===== src/rtl/gid_pkg.sv =====
package gid_pkg;
    localparam int SEL_W = 3;

    typedef enum logic [SEL_W-1:0] {
        SEL_SENSE  = 3'd0,
        SEL_BOTH   = 3'd1,
        SEL_POL    = 3'd2,
        SEL_ENABLE = 3'd3,
        SEL_RAW    = 3'd4,
        SEL_MASKED = 3'd5,
        SEL_CLEAR  = 3'd6,
        SEL_SPARE  = 3'd7
    } reg_sel_e;
endpackage


===== src/rtl/gid_sync.sv =====
module gid_sync #(
    parameter int W      = 8,
    parameter int STAGES = 2
) (
    input  logic         clk,
    input  logic         rst_n,
    input  logic [W-1:0] async_i,
    output logic [W-1:0] sync_o,
    output logic [W-1:0] prev_o
);
    logic [STAGES-1:0][W-1:0] chain_q;
    logic [W-1:0]             prev_q;

    always_ff @(posedge clk or negedge rst_n) begin
        if (!rst_n) begin
            chain_q <= '0;
            prev_q  <= '0;
        end else begin
            chain_q[0] <= async_i;
            for (int i = 1; i < STAGES; i++) begin
                chain_q[i] <= chain_q[i-1];
            end
            prev_q <= chain_q[STAGES-1];
        end
    end

    assign sync_o = chain_q[STAGES-1];
    assign prev_o = prev_q;
endmodule


===== src/rtl/gid_pin_detect.sv =====
module gid_pin_detect (
    input  logic clk,
    input  logic rst_n,
    input  logic sync_i,
    input  logic prev_i,
    input  logic sense_i,
    input  logic both_i,
    input  logic pol_i,
    input  logic clr_i,
    output logic raw_o
);
    logic rise, fall, hit, lvl;
    logic lat_q, lat_d;

    assign rise  = sync_i & ~prev_i;
    assign fall  = ~sync_i & prev_i;
    assign hit   = both_i ? (rise | fall) : (pol_i ? rise : fall);
    assign lvl   = pol_i ? sync_i : ~sync_i;
    assign lat_d = sense_i ? 1'b0 : (hit | (lat_q & ~clr_i));
    assign raw_o = sense_i ? lvl : lat_q;

    always_ff @(posedge clk or negedge rst_n) begin
        if (!rst_n) lat_q <= 1'b0;
        else        lat_q <= lat_d;
    end

    // an edge wins against a clear on the same edge
    a_r7_edge_beats_clear: assert property (@(posedge clk) disable iff (!rst_n)
        (!sense_i && hit && clr_i) |=> lat_q);
    // a pending bit holds without a clear
    a_r6_pending_holds: assert property (@(posedge clk) disable iff (!rst_n)
        (!sense_i && lat_q && !clr_i) |=> lat_q);
    // a clear without an edge empties the latch
    a_r6_clear_empties: assert property (@(posedge clk) disable iff (!rst_n)
        (!sense_i && lat_q && clr_i && !hit) |=> !lat_q);
    // level mode leaves no latched edge behind
    a_r3_level_discards: assert property (@(posedge clk) disable iff (!rst_n)
        sense_i |=> !lat_q);
endmodule


===== src/rtl/gid_regs.sv =====
module gid_regs
    import gid_pkg::*;
#(
    parameter int W = 8
) (
    input  logic             clk,
    input  logic             rst_n,
    input  logic             we_i,
    input  logic [SEL_W-1:0] addr_i,
    input  logic [W-1:0]     wdata_i,
    input  logic [W-1:0]     raw_i,
    input  logic [W-1:0]     masked_i,
    output logic [W-1:0]     sense_o,
    output logic [W-1:0]     both_o,
    output logic [W-1:0]     pol_o,
    output logic [W-1:0]     en_o,
    output logic [W-1:0]     clr_o,
    output logic [W-1:0]     rdata_o
);
    reg_sel_e sel;
    assign sel = reg_sel_e'(addr_i);

    always_ff @(posedge clk or negedge rst_n) begin
        if (!rst_n) begin
            sense_o <= '0;
            both_o  <= '0;
            pol_o   <= '0;
            en_o    <= '0;
        end else if (we_i) begin
            unique case (sel)
                SEL_SENSE:  sense_o <= wdata_i;
                SEL_BOTH:   both_o  <= wdata_i;
                SEL_POL:    pol_o   <= wdata_i;
                SEL_ENABLE: en_o    <= wdata_i;
                default:    ;
            endcase
        end
    end

    assign clr_o = (we_i && sel == SEL_CLEAR) ? wdata_i : '0;

    always_comb begin
        unique case (sel)
            SEL_SENSE:  rdata_o = sense_o;
            SEL_BOTH:   rdata_o = both_o;
            SEL_POL:    rdata_o = pol_o;
            SEL_ENABLE: rdata_o = en_o;
            SEL_RAW:    rdata_o = raw_i;
            SEL_MASKED: rdata_o = masked_i;
            default:    rdata_o = '0;
        endcase
    end

    // no write strobe leaves every configuration register stable
    a_r10_cfg_stable: assert property (@(posedge clk) disable iff (!rst_n)
        !we_i |=> ($stable(sense_o) && $stable(both_o) && $stable(pol_o) && $stable(en_o)));
endmodule


===== src/rtl/gpio_irq_detect.sv =====
module gpio_irq_detect
    import gid_pkg::*;
#(
    parameter int NUM_PINS     = 8,
    parameter int DIRECT_LINES = 3,
    parameter int SYNC_STAGES  = 2
) (
    input  logic                  clk,
    input  logic                  rst_n,
    input  logic [NUM_PINS-1:0]   pin_i,
    input  logic                  we_i,
    input  logic [SEL_W-1:0]      addr_i,
    input  logic [NUM_PINS-1:0]   wdata_i,
    output logic [NUM_PINS-1:0]   rdata_o,
    output logic [DIRECT_LINES:0] irq_o
);
    localparam int SHARED = DIRECT_LINES;

    logic [NUM_PINS-1:0] sync, prev;
    logic [NUM_PINS-1:0] sense, both, pol, en, clr;
    logic [NUM_PINS-1:0] raw, masked;

    gid_sync #(.W(NUM_PINS), .STAGES(SYNC_STAGES)) u_sync (
        .clk(clk), .rst_n(rst_n), .async_i(pin_i), .sync_o(sync), .prev_o(prev)
    );

    gid_regs #(.W(NUM_PINS)) u_regs (
        .clk(clk), .rst_n(rst_n), .we_i(we_i), .addr_i(addr_i), .wdata_i(wdata_i),
        .raw_i(raw), .masked_i(masked), .sense_o(sense), .both_o(both),
        .pol_o(pol), .en_o(en), .clr_o(clr), .rdata_o(rdata_o)
    );

    for (genvar p = 0; p < NUM_PINS; p++) begin : g_pin
        gid_pin_detect u_det (
            .clk(clk), .rst_n(rst_n), .sync_i(sync[p]), .prev_i(prev[p]),
            .sense_i(sense[p]), .both_i(both[p]), .pol_i(pol[p]),
            .clr_i(clr[p]), .raw_o(raw[p])
        );
    end

    assign masked = raw & en;

    for (genvar k = 0; k < DIRECT_LINES; k++) begin : g_direct
        assign irq_o[k] = masked[k];
    end
    assign irq_o[SHARED] = |masked[NUM_PINS-1:SHARED];

    // the shared line rises only with an enabled raw bit among the shared pins
    a_r9_shared_line: assert property (@(posedge clk) disable iff (!rst_n)
        irq_o[SHARED] |-> (|(raw[NUM_PINS-1:SHARED] & en[NUM_PINS-1:SHARED])));
    // a disabled pin never reaches a direct line
    a_r8_masked_direct: assert property (@(posedge clk) disable iff (!rst_n)
        !en[0] |-> !irq_o[0]);
endmodule


===== config.mk =====
export PLATFORM = sky130hd
export DESIGN_NAME = gpio_irq_detect
export DESIGN_NICKNAME = d
export VERILOG_FILES = /design/src/rtl/gid_pkg.sv /design/src/rtl/gid_sync.sv /design/src/rtl/gid_pin_detect.sv /design/src/rtl/gid_regs.sv /design/src/rtl/gpio_irq_detect.sv
export SDC_FILE = /design/constraint.sdc
export NUM_CORES = 1
export LEC_CHECK = 0
export BUFFER_PORTS_ARGS = -buffer_cell sky130_fd_sc_hd__buf_4
export CELL_PAD_IN_SITES_DETAIL_PLACEMENT = 0
export CELL_PAD_IN_SITES_GLOBAL_PLACEMENT = 1
export CORE_ASPECT_RATIO = 0.9
export CORE_MARGIN = 10
export CORE_UTILIZATION = 25
export CTS_CLUSTER_SIZE = 12
export DETAILED_ROUTE_END_ITERATION = 7
export HOLD_SLACK_MARGIN = 0.08
export PLACE_DENSITY = 0.49
export SETUP_SLACK_MARGIN = 0.2
export SLEW_MARGIN = 0
export SYNTH_ARGS = -nofsm -noshare
export SYNTH_HDL_FRONTEND = slang
export SYNTH_SLANG_ARGS = --single-unit
export TNS_END_PERCENT = 10

===== constraint.sdc =====
create_clock -name clk -period 1.5 [get_ports clk]
set_input_delay 0.3 -clock clk [delete_from_list [all_inputs] [get_ports clk]]
set_output_delay 0.3 -clock clk [all_outputs]
set_load 0.03 [all_outputs]

## Word level (Yosys, flattened, before mapping)

Cells that the tools add are included.

| word-level totals | value |
|---|---|
| word-level logic and storage cells | 135 |
| bits in registers | 64 |
| output and inout port bits | 12 |
| bits of input ports | 22 |

| operators by class | value |
|---|---|
| muxes and demuxes | 42 |
| reductions and logical operators | 7 |
| bitwise logic cells | 65 |
| equality and inequality tests | 6 |

Operator list:

| cell | number |
|---|---|
| $pmux W8 S6 | 1 |
| $mux W1 | 40 |
| $and A1 B1 Y1 | 24 |
| $not A1 Y1 | 24 |
| $or A1 B1 Y1 | 16 |
| $eq A3 B3 Y1 const B | 3 |
| $and A8 B8 Y8 | 1 |
| $mux W8 | 1 |
| $reduce_and A2 Y1 | 4 |
| $eq A3 B2 Y1 const B | 2 |
| $reduce_or A5 Y1 | 1 |
| $eq A3 B1 Y1 const B | 1 |
| $logic_not A3 Y1 | 1 |
| $logic_and A1 B1 Y1 | 1 |

## Depth between registers and ports, before layout

| depth | value |
|---|---|
| word-level depth | 7 |
| depth in mapped cells | 5 |
| depth with buffers taken out | 5 |

## By module

Synthesis repeated with hierarchy kept, for this count alone.

| second synthesis, totals | value |
|---|---|
| cell total of the unflattened synthesis | 278 |
| area total of the unflattened synthesis | 3459.6 sq um |

By module, submodules not included:

| module | area an instance (sq um) | times used | cells each | seq. area each (sq um) |
|---|---|---|---|---|
| gid_regs | 1776.7 | 1 | 137 | 800.8 |
| gid_pin_detect | 116.4 | 8 | 12 | 25.0 |
| gid_sync | 660.6 | 1 | 32 | 600.6 |
| gpio_irq_detect | 91.3 | 1 | 13 | 0.0 |

## Worst setup path before layout

No wires, ideal clock.

| path | value |
|---|---|
| path kind | input-to-output |
| from | in addr_i[0] |
| to | out rdata_o[2] |
| stages | 4 |
| buffers on the path | 2 |
| data arrival time | 1634 ps |
| path slack | -434 ps |
| cells stage by stage | buf_2 > clkbuf_1 > nor2b_1 > o32ai_1 |

| on the way | value |
|---|---|
| cells in the longest elaborated chain, start to end | 2 |
| elaborated cells between the ends (all ways) | 7 |

Ends and longest elaborated chain:

| what | RTL line | source |
|---|---|---|
| from (decl) | gpio_irq_detect.sv:12 | `input logic [SEL_W-1:0] addr_i,` |
| $eq A3 B3 Y1 (tied with other cells) | gid_regs.sv:43 | `unique case (sel)` |
| $pmux W8 S6 * | gid_regs.sv:43 |  |
| to (decl) | gpio_irq_detect.sv:14 | `output logic [NUM_PINS-1:0] rdata_o,` |

Mark *: on every way between the ends. The rest lies on a longest branch, timed or not.

## Worst setup path in the final report

| path | value |
|---|---|
| from | reg u_regs.pol_o[7] |
| to | out irq_o[3] |

| on the way | value |
|---|---|
| cells in the longest elaborated chain, start to end | 4 |

Ends and longest elaborated chain:

| what | RTL line | source |
|---|---|---|
| from (decl) | gid_regs.sv:15 | `output logic [W-1:0] pol_o,` |
| from (signal assigned) | gid_regs.sv:33 | `SEL_POL: pol_o <= wdata_i;` |
| $mux W1 | gid_pin_detect.sv:18 | `assign lvl = pol_i ? sync_i : ~sync_i;` |
| $mux W1 | gid_pin_detect.sv:20 | `assign raw_o = sense_i ? lvl : lat_q;` |
| $and A8 B8 Y8 | gpio_irq_detect.sv:41 | `assign masked = raw & en;` |
| $reduce_or A5 Y1 | gpio_irq_detect.sv:46 | `assign irq_o[SHARED] = \|masked[NUM_PINS-1:SHARED];` |
| to (decl) | gpio_irq_detect.sv:15 | `output logic [DIRECT_LINES:0] irq_o` |

Every way passes these cells.

==> metrics <==
number of I/O port buffers=33; IR drop worst, VDD=~0.69 mV; post-route cell area=4712 sq um; antenna diode count=0; Worst Path Arrival=about 1800 ps; final wirelength=about 7.8 mm; Yosys reg bits=64; Buf/Inv on CP=1; GRT Overall Usage=0.09129; Logic pwr share=0.301; Starting Density=0.2590; CP max FO=2; P per Cell Area=1384 nW/um^2; P_sw=1806 uW; CORE AREA=between 10000 and 15000 sq um; status=finished, violations left; worst clock skew=6.195 ps; Pleak=between 0.002 and 0.0025 uW; synthesized area=roughly 3200 sq um; area occupied by multi-input gates=~1600 sq um; Initial DRC Count=between 100 and 150; Internal Pwr Total=4714 uW; DR vias=about 2300; DP Area=slightly above 4000 sq um; Seq pwr share=0.343; setup_tns=-4267 ps; layout cell share with drive strength beyond 1=0.5262; sw frac=0.2770; Inserted Clock Buffers=9; Cells after Synth=between 200 and 300; Synth warnings=0; Die ar.=17560 sq um; drc violations=0; Worst Slack Setup Final=-631.4 ps; Clock Sinks=64; Max clock buf depth=2; CP delay by family, top=simple AND/OR/NAND/NOR gates; gr ovfl total=0; violated checks=setup timing; post-synth cell types=29; fillers=~1200; Finish-stage setup viols=12; area grow syn2layout=48.91%; TritonRoute pass-1 iters=4; Post-DRT Antenna Nets=0; Fin. Hold Viols=0; max incr delay on CP=~520 ps; # Max-Cap Violations=0; final count of pins violating max slew=0; Crit path required time=approximately 1200 ps; Final min period=about 2100 ps; global-route wire length before repair=~13 mm; FMAX=0.4692 GHz; Die H=126.7 microns; Sequential Area=about 1600 sq um; Fin Hold WS=between 200 and 250 ps; reg-to-reg setup timing slack=around 220 ps; Avg Cell Area, Syn=12.41 sq um; Rows=38; dpl hpwl=5.808 mm; largest net degree at the start of global routing=25; vias in the first global route=2396; startpoint types=register; CP Capture Type=output pin; CTS tree=yes; GP Congestion=between 0.7 and 0.8; via/cell ratio=between 4 and 5; Setup Crit Path Kind=register to output pin; placed cell count=497; clock network fraction of total power=0.356; H-tree depth=3; final worst path period share=1.421; Die Wd=~140 microns; HP Class=input pin to register; post-synthesis sequential area ratio=0.5061; fin nets=around 400; worst-path cell chain=xnor2_1 > mux2i_1 > nor2b_1 > or4_4 > buf_6; CP max stage cell=or4_4; worst slew pin tran=285.4 ps; initial antenna violation count=0; slew margin rel.=0.8070; worst skew pair latency=around 330 ps; routed len/inst=~15 microns; RSZ-0062 raised after global routing=yes; Root Buffer=clkbuf_16; Clock Pin Slew Worst Setup and Hold Paths=approximately 50 ps; # IOs=34; filler-free cell count of the finished design=523; post-synthesis net count=slightly below 300
## power by group through the flow
stage	clock network, uW	registers, uW	logic [uW]
2_1_floorplan	0	2250	1010
3_3_place_gp	0	2250	1790
3_5_place_dp	0	2240	1810
4_1_cts	2390	2230	1920
5_1_grt	2470	2280	2140
6_report	2320	2230	1960
## kinds of logic (layout without fill, tap and decap cells)
| group | after synthesis | count (layout) | synth area share |
|---|---|---|---|
| mux | 54 | 54 | 0.2195 |
| flops | 64 | 64 | 0.5061 |
| fa+ha+maj | 16 | 16 | 0.06327 |
| compound gates | 31 | 31 | 0.05892 |
| simple gates | 48 | 48 | 0.08699 |
| buf+inv | 34 | 142 | 0.04310 |
| xor+xnor | 8 | 8 | 0.02214 |
## area by class of cell
class                           instances  share of cell area
Multi-Input combinational cell        157              0.3401
Inverter                               26             0.02177
Clock inverter                          2             0.01275
Sequential cell                        64              0.3399
Clock buffer                           14             0.05815
Timing Repair Buffer                  100              0.1848
Tap cell                              160             0.04249
## registers in the layout, summed over array words and instances, names as in the netlist
signal             cells
u_sync.chain_q         8
u_regs.sense_o         8
u_regs.en_o            8
g_pin.u_det.lat_q      8
u_regs.both_o          8
u_sync.prev_o          8
u_sync.sync_o          8
u_regs.pol_o           8
## cells in the mapped netlist
| cell type | number | area, sq um |
|---|---|---|
| buf_4 | 1 | 7.510 |
| nand2b_1 | 1 | 6.260 |
| buf_1 | 1 | 3.750 |
| or4_4 | 1 | 11.26 |
| inv_1 | 26 | 97.59 |
| xnor2_1 | 8 | 70.07 |
| nand2_1 | 25 | 93.84 |
| mux4_2 | 7 | 157.7 |
| o211ai_1 | 1 | 7.510 |
| o32ai_1 | 6 | 52.55 |
| nand4b_1 | 1 | 8.760 |
| nor4bb_1 | 2 | 20.02 |
| a22o_1 | 1 | 8.760 |
| and2_1 | 1 | 6.260 |
| nand3_1 | 1 | 5.000 |
| nor4b_4 | 1 | 23.77 |
| dfrtp_1 | 64 | 1602 |
| a22oi_1 | 1 | 7.510 |
| buf_2 | 4 | 20.02 |
| nor2b_1 | 13 | 81.33 |
| mux2_2 | 40 | 450.4 |
| a21oi_1 | 10 | 50.05 |
| ha_1 | 16 | 200.2 |
| mux2i_1 | 6 | 60.06 |
| o21ai_0 | 12 | 60.06 |
| clkbuf_1 | 2 | 7.510 |
| and2_4 | 1 | 8.760 |
| and4b_1 | 1 | 10.01 |
| mux4_1 | 1 | 26.28 |
## layer usage
layer	part of all wire	vias to the layer above	track usage
met5	0	-	0
li1	-	1089	-
met3	0.051	7	0.03320
met1	0.47	1117	0.1179
met2	0.47	46	0.1376
met4	0.0099	0	0.03160
## through the flow
stage | total power, uW | util | setup WS, ps
finish | 6519 | 0.3856 | -631.4
global route | 6888 | 0.3856 | -716.6
CTS | 6541 | 0.3769 | -699.9
detailed placement | 4051 | 0.3373 | -370.7
global placement | 4032 | 0.3373 | -360.0
floorplan | 3268 | - | -148.8
## cells in the final DEF (no fill, tap or decap), types with 3 or more instances in the layout
master / synthesis / final
o32ai_2: 0 / 4
inv_1: 26 / 16
o21ai_2: 0 / 8
ha_1: 16 / 12
mux2i_1: 6 / 4
mux2_2: 40 / 38
mux4_2: 7 / 8
xnor2_1: 8 / 7
buf_6: 0 / 16
dfrtp_1: 64 / 64
a21oi_1: 10 / 10
inv_2: 0 / 8
clkbuf_16: 0 / 9
buf_12: 0 / 3
ha_4: 0 / 3
nand2_1: 25 / 25
clkbuf_8: 0 / 3
buf_4: 1 / 72
nor2b_1: 13 / 12
dlygate4sd3_1: 0 / 9
## worst register-to-register path, cell delays in order, from the launching register on
cell and delay, ps:
dfrtp_1 380, buf_4 140, ha_1 160, mux2_2 270
o21ai_2 140, a21oi_1 70
## timing repair
item | CTS | global route
setup endpoints to repair | 39 | 31
pin swaps | 5 | 7
resized for setup | 28 | 29
buffers inserted | 0 | 1
hold endpoints to repair | 25 | 0
hold buffers | 9 | 0
## final timing paths
path | depth (start not counted) | startpoint | end
hold reg to reg | 0 | u_sync.chain_q[2] | u_sync.sync_o[2]
hold / removal | 2 | wdata_i[1] | u_regs.sense_o[1]
setup / recovery | 5 | u_regs.pol_o[7] | irq_o[3]
max in group asynchronous | 3 | rst_n | u_sync.prev_o[7]
min in group asynchronous | 2 | rst_n | u_sync.sync_o[5]
setup reg to reg | 5 | u_sync.sync_o[2] | g_pin[2].u_det.lat_q
Note: power is estimated with default switching activity, not from simulation.
